===== src/rtl/dram_refresh_pkg.sv =====
package dram_refresh_pkg;

    typedef enum logic [3:0] {
        ST_PAUSE,
        ST_REQ,
        ST_CAS,
        ST_RAS,
        ST_PRE,
        ST_IDLE,
        ST_SR_CAS,
        ST_SR_HOLD,
        ST_SR_PRE
    } ref_state_e;

    typedef enum logic [1:0] {
        PH_INIT,
        PH_NORM,
        PH_SR_IN,
        PH_SR_OUT
    } ref_phase_e;

    function automatic int unsigned max_of2(int unsigned a, int unsigned b);
        return (a > b) ? a : b;
    endfunction

endpackage


===== src/rtl/refresh_interval_timer.sv =====
module refresh_interval_timer #(
    parameter int unsigned INTERVAL_CYC = 3900
) (
    input  logic clk,
    input  logic rst_n,
    input  logic run,
    input  logic clr,
    input  logic serve,
    output logic pending,
    output logic overdue
);
    localparam int unsigned TW = $clog2(INTERVAL_CYC + 1);

    logic [TW-1:0] tcnt;
    logic          tick;
    logic          debt;
    logic          late;

    assign tick = run && (tcnt == TW'(INTERVAL_CYC - 1));

    always_ff @(posedge clk or negedge rst_n) begin
        if (!rst_n) begin
            tcnt <= '0;
            debt <= 1'b0;
            late <= 1'b0;
        end else if (clr) begin
            tcnt <= '0;
            debt <= 1'b0;
        end else begin
            if (run) begin
                tcnt <= tick ? '0 : tcnt + 1'b1;
            end
            if (tick) begin
                if (debt && !serve) begin
                    late <= 1'b1;
                end
                debt <= 1'b1;
            end else if (serve) begin
                debt <= 1'b0;
            end
        end
    end

    assign pending = debt;
    assign overdue = late;


    overdue_needs_debt_chk: assert property (@(posedge clk) disable iff (!rst_n)
        $rose(overdue) |-> $past(pending));

endmodule


===== src/rtl/refresh_row_tally.sv =====
module refresh_row_tally #(
    parameter int unsigned ROWS = 1024
) (
    input  logic clk,
    input  logic rst_n,
    input  logic inc,
    input  logic clr,
    output logic full
);
    localparam int unsigned RW = $clog2(ROWS + 1);

    logic [RW-1:0] rows_done;

    always_ff @(posedge clk or negedge rst_n) begin
        if (!rst_n) begin
            rows_done <= '0;
        end else if (clr) begin
            rows_done <= '0;
        end else if (inc && (rows_done != RW'(ROWS))) begin
            rows_done <= rows_done + 1'b1;
        end
    end

    assign full = (rows_done == RW'(ROWS));

endmodule


===== src/rtl/dram_refresh_mgr.sv =====
module dram_refresh_mgr
    import dram_refresh_pkg::*;
#(
    parameter int unsigned PAUSE_CYC     = 25000,
    parameter int unsigned INIT_CNT      = 8,
    parameter int unsigned INTERVAL_CYC  = 3900,
    parameter int unsigned ROWS          = 1024,
    parameter int unsigned CAS_CYC       = 3,
    parameter int unsigned RAS_CYC       = 10,
    parameter int unsigned PRE_CYC       = 6,
    parameter int unsigned FORBID_LO_CYC = 2500,
    parameter int unsigned SR_MIN_CYC    = 25000,
    parameter int unsigned SR_PRE_CYC    = 40
) (
    input  logic clk,
    input  logic rst_n,
    input  logic ref_gnt,
    input  logic sr_enter_cmd,
    input  logic sr_exit_cmd,
    output logic ref_req,
    output logic ras_on,
    output logic cas_on,
    output logic init_done,
    output logic sr_active,
    output logic full_done,
    output logic overdue,
    output logic sr_reject
);
    localparam int unsigned LMAX = max_of2(max_of2(PAUSE_CYC, SR_MIN_CYC),
                                           max_of2(max_of2(CAS_CYC, RAS_CYC),
                                                   max_of2(PRE_CYC, SR_PRE_CYC)));
    localparam int unsigned CW   = $clog2(LMAX + 1);
    localparam int unsigned IW   = $clog2(INIT_CNT + 1);
    localparam int unsigned SW   = $clog2(SR_MIN_CYC + 1);
    localparam int unsigned GW   = $clog2(SR_PRE_CYC + 1);

    ref_state_e    state, state_n;
    ref_phase_e    phase, phase_n;
    logic [CW-1:0] cnt;
    logic [IW-1:0] init_left;
    logic          init_q;
    logic          exit_pend;
    logic          reject_q;
    logic          exit_seen;
    logic          exit_go;
    logic          cbr_done;
    logic          due;
    logic          timer_run;

    // ---------------- next-state logic ----------------
    assign exit_seen = exit_pend || sr_exit_cmd;

    always_comb begin
        state_n = state;
        phase_n = phase;
        unique case (state)
            ST_PAUSE: begin
                if (cnt == CW'(PAUSE_CYC - 1)) begin
                    state_n = ST_REQ;
                    phase_n = PH_INIT;
                end
            end
            ST_REQ: begin
                if (ref_gnt) state_n = ST_CAS;
            end
            ST_CAS: begin
                if (cnt == CW'(CAS_CYC - 1)) state_n = ST_RAS;
            end
            ST_RAS: begin
                if (cnt == CW'(RAS_CYC - 1)) state_n = ST_PRE;
            end
            ST_PRE: begin
                if (cnt == CW'(PRE_CYC - 1)) begin
                    unique case (phase)
                        PH_INIT:   state_n = (init_left == IW'(1)) ? ST_IDLE : ST_REQ;
                        PH_NORM:   state_n = ST_IDLE;
                        PH_SR_IN:  state_n = ST_SR_CAS;
                        PH_SR_OUT: state_n = ST_IDLE;
                    endcase
                end
            end
            ST_IDLE: begin
                if (sr_enter_cmd && full_done) begin
                    state_n = ST_REQ;
                    phase_n = PH_SR_IN;
                end else if (due) begin
                    state_n = ST_REQ;
                    phase_n = PH_NORM;
                end
            end
            ST_SR_CAS: begin
                if (cnt == CW'(CAS_CYC - 1)) state_n = ST_SR_HOLD;
            end
            ST_SR_HOLD: begin
                if (exit_seen && (cnt >= CW'(SR_MIN_CYC - 1))) state_n = ST_SR_PRE;
            end
            ST_SR_PRE: begin
                if (cnt == CW'(SR_PRE_CYC - 1)) begin
                    state_n = ST_CAS;
                    phase_n = PH_SR_OUT;
                end
            end
            default: state_n = ST_PAUSE;
        endcase
    end

    assign exit_go  = (state == ST_SR_HOLD) && (state_n == ST_SR_PRE);
    assign cbr_done = (state == ST_RAS) && (cnt == CW'(RAS_CYC - 1));

    // ---------------- state register ----------------
    always_ff @(posedge clk or negedge rst_n) begin
        if (!rst_n) begin
            state     <= ST_PAUSE;
            phase     <= PH_INIT;
            cnt       <= '0;
            init_left <= IW'(INIT_CNT);
            init_q    <= 1'b0;
            exit_pend <= 1'b0;
            reject_q  <= 1'b0;
        end else begin
            state <= state_n;
            phase <= phase_n;
            if (state_n != state) begin
                cnt <= '0;
            end else if (cnt != {CW{1'b1}}) begin
                cnt <= cnt + 1'b1;
            end
            if ((state == ST_PRE) && (phase == PH_INIT) && (state_n != ST_PRE)) begin
                init_left <= init_left - 1'b1;
                if (state_n == ST_IDLE) init_q <= 1'b1;
            end
            if (state == ST_SR_PRE) begin
                exit_pend <= 1'b0;
            end else if (sr_exit_cmd && ((state == ST_SR_CAS) || (state == ST_SR_HOLD))) begin
                exit_pend <= 1'b1;
            end
            reject_q <= (state == ST_IDLE) && sr_enter_cmd && !full_done;
        end
    end

    // ---------------- outputs ----------------
    always_comb begin
        ref_req   = 1'b1;
        ras_on    = 1'b0;
        cas_on    = 1'b0;
        sr_active = 1'b0;
        unique case (state)
            ST_PAUSE, ST_IDLE: ref_req = 1'b0;
            ST_REQ, ST_PRE:    ;
            ST_CAS:            cas_on = 1'b1;
            ST_RAS: begin
                cas_on = 1'b1;
                ras_on = 1'b1;
            end
            ST_SR_CAS: begin
                cas_on    = 1'b1;
                sr_active = 1'b1;
            end
            ST_SR_HOLD: begin
                cas_on    = 1'b1;
                ras_on    = 1'b1;
                sr_active = 1'b1;
            end
            ST_SR_PRE:         sr_active = 1'b1;
            default:           ref_req = 1'b0;
        endcase
    end

    assign init_done = init_q;
    assign sr_reject = reject_q;

    assign timer_run = (state == ST_IDLE) ||
                       ((phase == PH_NORM) && (state != ST_PAUSE) && !sr_active);

    refresh_interval_timer #(
        .INTERVAL_CYC(INTERVAL_CYC)
    ) u_timer (
        .clk     (clk),
        .rst_n   (rst_n),
        .run     (timer_run),
        .clr     (exit_go),
        .serve   (cbr_done),
        .pending (due),
        .overdue (overdue)
    );

    refresh_row_tally #(
        .ROWS(ROWS)
    ) u_tally (
        .clk   (clk),
        .rst_n (rst_n),
        .inc   (cbr_done),
        .clr   (exit_go),
        .full  (full_done)
    );

    // ---------------- checker state ----------------
    logic [SW-1:0] ras_run;
    logic [GW-1:0] gap_run;
    logic          after_sr;
    logic          ras_q;

    always_ff @(posedge clk or negedge rst_n) begin
        if (!rst_n) begin
            ras_run  <= '0;
            gap_run  <= '0;
            after_sr <= 1'b0;
            ras_q    <= 1'b0;
        end else begin
            ras_q <= ras_on;
            if (!ras_on) ras_run <= '0;
            else if (ras_run != SW'(SR_MIN_CYC)) ras_run <= ras_run + 1'b1;
            if (ras_q && !ras_on && sr_active) begin
                after_sr <= 1'b1;
                gap_run  <= GW'(1);
            end else if (ras_on) begin
                after_sr <= 1'b0;
                gap_run  <= '0;
            end else if (after_sr && (gap_run != GW'(SR_PRE_CYC))) begin
                gap_run <= gap_run + 1'b1;
            end
        end
    end


    cas_leads_ras_chk: assert property (@(posedge clk) disable iff (!rst_n)
        $rose(ras_on) |-> $past(cas_on));


    strobe_needs_grant_chk: assert property (@(posedge clk) disable iff (!rst_n)
        ($rose(cas_on) && !sr_active) |-> ref_gnt);


    ras_window_chk: assert property (@(posedge clk) disable iff (!rst_n)
        $fell(ras_on) |-> ((ras_run < SW'(FORBID_LO_CYC)) || (ras_run >= SW'(SR_MIN_CYC))));


    sr_long_precharge_chk: assert property (@(posedge clk) disable iff (!rst_n)
        ($rose(ras_on) && after_sr) |-> (gap_run >= GW'(SR_PRE_CYC)));


    sr_entry_full_chk: assert property (@(posedge clk) disable iff (!rst_n)
        $rose(sr_active) |-> full_done);


    reject_quiet_chk: assert property (@(posedge clk) disable iff (!rst_n)
        sr_reject |-> (!sr_active && !ras_on));

endmodule


===== config.mk =====
export PLATFORM = sky130hd
export DESIGN_NAME = dram_refresh_mgr
export DESIGN_NICKNAME = d
export VERILOG_FILES = /design/src/rtl/dram_refresh_pkg.sv /design/src/rtl/refresh_interval_timer.sv /design/src/rtl/refresh_row_tally.sv /design/src/rtl/dram_refresh_mgr.sv
export SDC_FILE = /design/constraint.sdc
export NUM_CORES = 1
export LEC_CHECK = 0
export ABC_AREA = 1
export ABC_CLOCK_PERIOD_IN_PS = 5800
export BUFFER_PORTS_ARGS = -buffer_cell sky130_fd_sc_hd__clkbuf_2
export CAP_MARGIN = 10
export CORE_ASPECT_RATIO = 1.75
export CORE_UTILIZATION = 30
export DETAILED_ROUTE_END_ITERATION = 10
export PLACE_DENSITY = 0.55
export REMOVE_ABC_BUFFERS = 1
export SETUP_SLACK_MARGIN = 0.02
export SLEW_MARGIN = 10
export SYNTH_ARGS = -nofsm -noshare
export SYNTH_HDL_FRONTEND = slang
export SYNTH_SLANG_ARGS = --single-unit

===== constraint.sdc =====
create_clock -name clk -period 5.8 [get_ports clk]
set_clock_uncertainty 0.15 [all_clocks]
set_input_delay 0.87 -clock clk [delete_from_list [all_inputs] [get_ports clk]]
set_output_delay 0.87 -clock clk [all_outputs]
set_load 0.01 [all_outputs]

==> impl_metrics.tcl <==
set metrics [dict create \
    status "complete, no violations" \
    dieArea_um2 12040 \
    p_int_mw 0.5542 \
    dpl.hpwl_um 5720 \
    clk_pin_slew_ns 0.07 \
    final.setup.tns_ns 0 \
    drive_above_1_share 0.1782 \
    p_sw_mw 0.1427 \
    setup_viol 0 \
    drc 0 \
    cts_resized 0 \
    synth_cell_types 39 \
    synth_top_area_share 0.3744 \
    numCtsBuffers 5 \
    synth_top_family_by_area "simple AND/OR/NAND/NOR gates" \
    fmax_ghz 0.3896 \
    period_share 0.4425 \
    swShare 0.2047 \
    vias 2901 \
    cts_sinks 53 \
    drtIter0Drc 110 \
    tightest_slew_ns 0.9268 \
    dieWidth_um 83.37 \
    rsz0062_at_grt "false" \
    syn_area_per_cell_um2 7.573 \
    p_per_area_nw_per_um2 181.7 \
    period_needed_ns 2.567 \
    portBuffers 12 \
    clk_latency_ns 0.29 \
    viasPerCell 4.764 \
    yosysWarnings 0 \
    start_util 0.3095 \
    min_path_type "flip-flop to flip-flop" \
    cts_root_buffer "clkbuf_16" \
    first_pass_iters 4 \
    gp_congestion 0.8629 \
    synth_fa_ha_area_frac 0.02880 \
    cts_hold_buffers 0 \
    maxSlewViolCount 0 \
    die_y_um 144.4 \
    cts_setup_buffers 0 \
    syn_inst 459 \
    diodes 0 \
    gr-total-overflow 0 \
    crit_type "flip-flop to output pin" \
    p_clk_frac 0.456 \
    grt_pass1_wl_um 13050 \
    core_area_um2 11230 \
    path_max_fanout 4 \
    antenna_found_initial 0 \
    ir_drop_uv 121.4 \
    h-tree-depth 2 \
    wire_per_inst_um 12.26 \
    synth-xor-area-share 0.04032 \
    cap_violations 0 \
    yosysTopAreaCell "dfrtp_1" \
    cts_tree "yes" \
    ios 13 \
    post_synth_mux_area_share 0.002880 \
    postRouteAntennaNets 0 \
    combPwrFrac 0.014 \
    synth-compound-area-share 0.06192 \
    p_leak_nw 1.952 \
    syn_area_um2 3476 \
    grt_usage 0.1345 \
    row_count 51 \
    synthToLayoutAreaGrowth_pct 10.37 \
    worstSetupStartpointType "flip-flop" \
    grt_pass1_vias 2932 \
    synth_area_leaders "dfrtp_1, nand2_1, inv_1" \
    crit_arrival_ns 1.55 \
    power_frac_seq 0.530 \
    required_ns 4.78 \
    fin_nets 489 \
    slew_headroom 0.3764 \
    clk_path_buf_depth 2 \
    finalPower_mw 0.6969 \
    seq_area_frac_synth 0.3819 \
    finalWirelength_um 7464 \
    ys_ff_latch 53 \
    hold_violations 0 \
    synthSimpleGateAreaFrac 0.4006 \
    grt_max_degree 54 \
    cp-end-kind "output pin" \
]
[Yosys cell counts]
| cell | n |
|---|---|
| nand3_2 | 7 |
| nand4_1 | 12 |
| inv_2 | 4 |
| nor2_2 | 16 |
| nand3b_1 | 1 |
| a32oi_1 | 2 |
| inv_1 | 64 |
| nand2_1 | 95 |
| nand3_4 | 1 |
| nor3_1 | 8 |
| dfstp_2 | 1 |
| nand3_1 | 30 |
| o2bb2ai_1 | 1 |
| a21oi_1 | 13 |
| ha_1 | 8 |
| o21ai_0 | 8 |
| a22oi_1 | 1 |
| buf_2 | 2 |
| nand2_4 | 1 |
| or2_1 | 1 |
| nand2_2 | 15 |
| xnor2_1 | 2 |
| and2_1 | 1 |
| o21ai_1 | 1 |
| nor2_1 | 63 |
| dfrtp_1 | 52 |
| xor2_1 | 14 |
| buf_12 | 1 |
| nor2_4 | 14 |
| o221a_2 | 1 |
| clkinv_2 | 1 |
| o21a_1 | 1 |
| mux2i_1 | 1 |
| o22ai_1 | 4 |
| nor2_8 | 1 |
| o21bai_1 | 2 |
| nor4_1 | 5 |
| a31oi_1 | 2 |
| or2_2 | 2 |
[per-stage QoR]
| stage | util | hold WS (ns) | area (µm²) | setup slack (ns) | instances |
|---|---|---|---|---|---|
| floorplan | - | 0.3080 | 3446 | 3.497 | 456 |
| global placement | 0.3275 | 0.2999 | 3679 | 3.184 | 601 |
| detailed placement | 0.3275 | 0.3183 | 3679 | 3.160 | 601 |
| CTS | 0.3416 | 0.3315 | 3836 | 3.209 | 609 |
| global route | 0.3416 | 0.3540 | 3836 | 3.073 | 609 |
| finish | 0.3416 | 0.3286 | 3836 | 3.233 | 609 |
[cell type report]
class                           instances  area (µm²)
Inverter                               69       260.3
Sequential cell                        53        1328
Timing Repair Buffer                   13       67.56
Fill cell                            1226        7395
Clock buffer                            7       152.6
Clock inverter                          1       5.005
Tap cell                              132       165.2
Multi-Input combinational cell        334        1858
[power by group through the flow]
| stage | Combinational, mW | Clock, mW | Sequential (mW) |
|---|---|---|---|
| 4_1_cts | 0.0105 | 0.330 | 0.369 |
| 5_1_grt | 0.0119 | 0.342 | 0.369 |
| 2_1_floorplan | 0.000594 | 0 | 0.377 |
| 6_report | 0.00965 | 0.318 | 0.369 |
| 3_5_place_dp | 0.0105 | 0 | 0.377 |
| 3_3_place_gp | 0.0105 | 0 | 0.377 |
[sequential cells by signal, indices dropped and copies added, names as in the netlist]
register and count:
cnt 15, exit_pend 1, init_done 1, init_left 4, phase 2, sr_reject 1, state 4, u_tally.rows_done 11
u_timer.overdue 1, u_timer.pending 1, u_timer.tcnt 12
[layout by cell type (no fill, tap or decap), types with 12 or more instances in the layout]
cell,instances
inv_1,64
clkbuf_2,12
nand4_1,12
xor2_1,14
nor2_1,63
nand2_2,15
nand3_1,30
nor2_2,16
nand2_1,95
dfrtp_1,52
a21oi_1,13
nor2_4,14
[worst paths after layout]
kind,start,endpoint,slack (ns),cells past startpoint
min in group asynchronous,rst_n,u_timer.tcnt[11]$_DFFE_PN0P_,0.55,2
max in group asynchronous,rst_n,u_timer.pending$_DFFE_PN0P_,4.50,2
worst max-delay path,u_tally.rows_done[0]$_DFFE_PN0P_,full_done,3.23,6
worst max register to register,cnt[0]$_DFFE_PN0P_,cnt[14]$_DFFE_PN0P_,3.42,12
worst min register to register,init_done$_DFFE_PN0P_,init_done$_DFFE_PN0P_,0.33,2
worst min-delay path,init_done$_DFFE_PN0P_,init_done$_DFFE_PN0P_,0.33,2
[metal layers]
layer	part of all wire	global-route usage	vias up
li1	-	-	1486
met1	0.40	0.1390	1366
met2	0.56	0.2688	38
met3	0.019	0.01941	11
met4	0.021	0.05172	0
met5	0	0	-
[worst max-delay path, cell delays in order, from the launching register on]
cell	delay [ns]
dfrtp_1	0.40
inv_1	0.12
ha_1	0.16
nand2_1	0.07
nor2_1	0.15
and2_1	0.20
clkbuf_2	0.16
[logic make-up after synthesis]
family	after synthesis
AO/OA/AOI/OAI	36
XOR/XNOR	16
adder cells (fa/ha/maj)	8
buffers and inverters	72
flip-flops	53
multiplexers	1
AND/OR/NAND/NOR	273
Power figures use the tool's default switching activity.
